**src/rtl/shinv_alu.sv**
```systemverilog
module shinv_alu #(
  parameter int WIDTH = 4
) (
  input  logic [WIDTH-1:0] r_in,
  input  logic [WIDTH-1:0] s_in,
  input  logic [2:0]       func,
  output logic [WIDTH-1:0] result,
  output logic             carry_out
);
  localparam logic [WIDTH-1:0] ZERO = '0;

  logic [WIDTH-1:0] r_mask, s_mask, r_x, s_x;
  logic [WIDTH:0]   sum_ext;
  logic [WIDTH-1:0] and_out, xor_out;
  logic [WIDTH-1:0] mux_lo, mux_hi, sel;
  logic             cin, co;

  always_comb begin
    r_mask  = {WIDTH{func[0]}};
    s_mask  = {WIDTH{func[1]}};
    r_x     = r_in ^ r_mask;
    s_x     = s_in ^ s_mask;
    cin     = func[0] | func[1];
    sum_ext = {1'b0, r_x} + {1'b0, s_x} + {{WIDTH{1'b0}}, cin};
    and_out = r_x & s_in;
    xor_out = r_in ^ s_in ^ r_mask;

    mux_lo  = func[1] ? sum_ext[WIDTH-1:0] : sum_ext[WIDTH-1:0];
    mux_hi  = func[1] ? xor_out : and_out;
    sel     = func[2] ? mux_hi : mux_lo;
    co      = func[2] ? 1'b0 : sum_ext[WIDTH];

    result    = sel;
    carry_out = co;

    if (func == 3'b001) AST_SSUB_INVERSE: assert ((sel + r_in) == s_in);
    if (func == 3'b010) AST_RSUB_INVERSE: assert ((sel + s_in) == r_in);
    if (func == 3'b010) AST_RSUB_BORROW: assert (co == (r_in >= s_in));
    if (func == 3'b000) AST_ADD_CARRY: assert (co == (sel < r_in));
    if (func[2:1] == 2'b10) AST_AND_WITHIN_S: assert ((sel & ~s_in) == ZERO);
    if (func == 3'b110) AST_XOR_RECOVER: assert ((sel ^ r_in) == s_in);
    if (func == 3'b111) AST_XNOR_RECOVER: assert ((sel ^ r_in) == ~s_in);
    if (func[2]) AST_LOGIC_NO_CARRY: assert (!co);
  end
endmodule

```
**config.mk**
```make
export PLATFORM = sky130hd
export DESIGN_NAME = shinv_alu
export DESIGN_NICKNAME = d
export VERILOG_FILES = /design/src/rtl/shinv_alu.sv
export SDC_FILE = /design/constraint.sdc
export NUM_CORES = 1
export LEC_CHECK = 0
export BUFFER_PORTS_ARGS = -buffer_cell sky130_fd_sc_hd__buf_2
export CAP_MARGIN = 20
export CORE_AREA = 10 10 47 49
export DETAILED_ROUTE_END_ITERATION = 12
export DIE_AREA = 0 0 57 59
export GPL_TIMING_DRIVEN = 0
export SYNTH_ARGS = -nofsm -noshare
export SYNTH_HDL_FRONTEND = slang
export SYNTH_SLANG_ARGS = --single-unit
```
**constraint.sdc**
```tcl
create_clock -name vclk -period 2.68
set_input_delay 0.402 -clock vclk [all_inputs]
set_output_delay 0.402 -clock vclk [all_outputs]
set_load 0.02 [all_outputs]
```
==> metrics.yaml <==
layout:
  multi_input_area_um2: 371.6
  clkbuf_count: 0
  mostFrequentLayoutCell: "buf_2"
  fin_nets: 82
  design.seq.count: 0
  stdcell_count: 80
  syn2layout_area_growth_pct: 42.24
  diodes: 0
  layout-drive-gt1-share_pct: 39.06
  mostFrequentLayoutCells: "buf_2, xor2_1, nor2_1, a21oi_1, ha_1"
  final-seq-area_um2: 0
  n_fill_cell: 161
power_and_ir_drop:
  p_switching_uw: 81.38
  p_clk_share_pct: 0
  leakagePower_uw: 0.0002586
  p_sw_share_pct: 51.44
  p_seq_share_pct: 0
  p_comb_share_pct: 100.0
  p_per_area_nw_per_um2: 293.4
  peakVddDrop_mv: 0.1133
  p_int_uw: 76.83
critical_path:
  critPathArrivalTime_ns: 2.21
  worst-setup-path-type: "in -> out"
  startpoint_type: "input port"
  crit_path_max_fanout: 3
  critPathCaptureType: "output port"
  required_ns: 2.28
floorplanning:
  start_util_pct: 27.05
  dieWidth_um: 57
  ios: 16
  dieArea_um2: 3363
  rows: 14
  die_h_um: 59
  core-area_um2: 1401
yosys:
  avgSynthCellArea_um2: 7.898
  synth_cell_types: 27
  synth_cells: 48
  yosysSeqAreaShare_pct: 0
  syn_nets: 64
  synth.yosys.warnings: 0
  netlist_area_um2: 379.1
drt:
  drt-wirelength-per-cell_um: 11.78
  drc_errors: 0
  vias: 376
  via_per_inst: 4.700
  wl_um: 942
  drt_first_pass_iters: 2
  drtAntennaViolNets: 0
  drtIter0Drc: 4
global_routing:
  grt_usage_pct: 4.916
  grt-ovfl-total: 0
  grt_pass1_vias: 388
  grt_max_degree: 13
  antenna_found_initial: 0
  grt_pass1_wl_mm: 1.497
timing:
  hold_slack_ns: 1.167
  rsz0062_at_grt: "no"
  relSlewSlack_pct: 71.62
  tightestPinTransition_ns: 0.4242
  hold_viol: 0
  final_max_slew_viol_count: 0
  fin_crit_ns: 2.608
  maxClockFrequency_mhz: 383.5
  min_period_over_period_pct: 97.31
  fin_setup_tns_ns: 0
  setup_viol: 0
  setup_ws_ns: 0.07220
placement:
  gp_congestion: 0.7745
  portBuffers: 15
  dp_worst_setup_slack_ns: -0.1725
  dp_hpwl_um: 798.9
  dp.cells: 79
run:
  cap_violations: 0
worst_hold_path:
  hold_path.class: "in -> out"
clock_network:
  cts_hold_repair.buffers: 0
run_status:
  status: "complete, no violations"
area by class of cell:
| type | count | share of cell area (%) |
|---|---|---|
| multi-input combinational | 42 | 68.91 |
| tap | 16 | 3.712 |
| inverter | 3 | 2.088 |
| timing repair buffer | 17 | 20.88 |
| buffer | 2 | 4.408 |
worst max-delay path, stage by stage:
cell     delay (ns)
buf_8          0.10
xnor2_4        0.15
fa_2           0.40
inv_2          0.06
fa_1           0.40
nor2b_2        0.16
a41o_1         0.19
a31o_2         0.21
buf_6          0.13
final timing paths:
path / from / to / slack (ns) / cells past startpoint
setup / recovery: r_in[0] / result[1] / 0.07 / 9
hold / removal: s_in[1] / result[1] / 1.17 / 3
layer usage:
layer | GRT usage, % | wire [um] | vias up | part of all wire, %
met2 | 9.612 | 491 | 9 | 52
met5 | 0 | 0 | - | 0
met3 | 1.073 | 56 | 0 | 5.9
met4 | 0 | 0 | 0 | 0
met1 | 5.549 | 395 | 169 | 42
li1 | - | - | 198 | -
through the flow:
stage	util, %	total power [uW]	instance area (um2)
2_1_floorplan	-	104.0	379.1
3_3_place_gp	33.84	140.3	474.2
3_5_place_dp	33.84	141.9	474.2
4_1_cts	33.84	143.4	474.2
5_1_grt	38.48	177.1	539.3
6_report	38.48	158.2	539.3
cell usage after synthesis:
| library cell | n | area share [%] |
|---|---|---|
| a211oi_1 | 1 | 2.0 |
| a21o_1 | 1 | 2.0 |
| a21oi_1 | 3 | 4.0 |
| a31o_2 | 1 | 2.3 |
| a41o_1 | 1 | 2.6 |
| and3_1 | 1 | 1.7 |
| buf_2 | 1 | 1.3 |
| buf_6 | 1 | 3.0 |
| clkbuf_1 | 1 | 0.99 |
| fa_1 | 2 | 11 |
| ha_1 | 3 | 9.9 |
| inv_1 | 3 | 3.0 |
| nand2_1 | 2 | 2.0 |
| nand2b_1 | 2 | 3.3 |
| nand3b_1 | 1 | 2.0 |
| nand4b_1 | 1 | 2.3 |
| nor2_1 | 3 | 3.0 |
| nor2b_1 | 3 | 5.0 |
| o211ai_1 | 1 | 2.0 |
| o21a_1 | 1 | 2.0 |
| o21ai_0 | 1 | 1.3 |
| o221ai_1 | 1 | 2.3 |
| or2_2 | 1 | 1.7 |
| or4b_1 | 1 | 2.6 |
| xnor2_1 | 3 | 6.9 |
| xnor2_2 | 1 | 4.3 |
| xor2_1 | 7 | 16 |
kinds of logic after synthesis:
| group | synth area share [%] |
|---|---|
| XOR/XNOR | 27.40 |
| AO/OA/AOI/OAI | 20.46 |
| adder cells (fa/ha/maj) | 20.46 |
| AND/OR/NAND/NOR | 23.44 |
| buffers and inverters | 8.248 |
repair_timing:
| action | CTS | global route |
|---|---|---|
| resized for setup | 2 | 12 |
| pin swaps | 0 | 3 |
| setup endpoints to repair | 1 | 1 |
| buffers inserted | 0 | 2 |
power by group through the flow:
| stage | Sequential (uW) | Clock, uW | Combinational [uW] |
|---|---|---|---|
| after detailed placement | 0 | 0 | 142 |
| after global placement | 0 | 0 | 140 |
| final | 0 | 0 | 158 |
| after CTS | 0 | 0 | 143 |
| after global routing | 0 | 0 | 177 |
| after floorplan | 0 | 0 | 104 |
(Power assumes the default switching activity.)
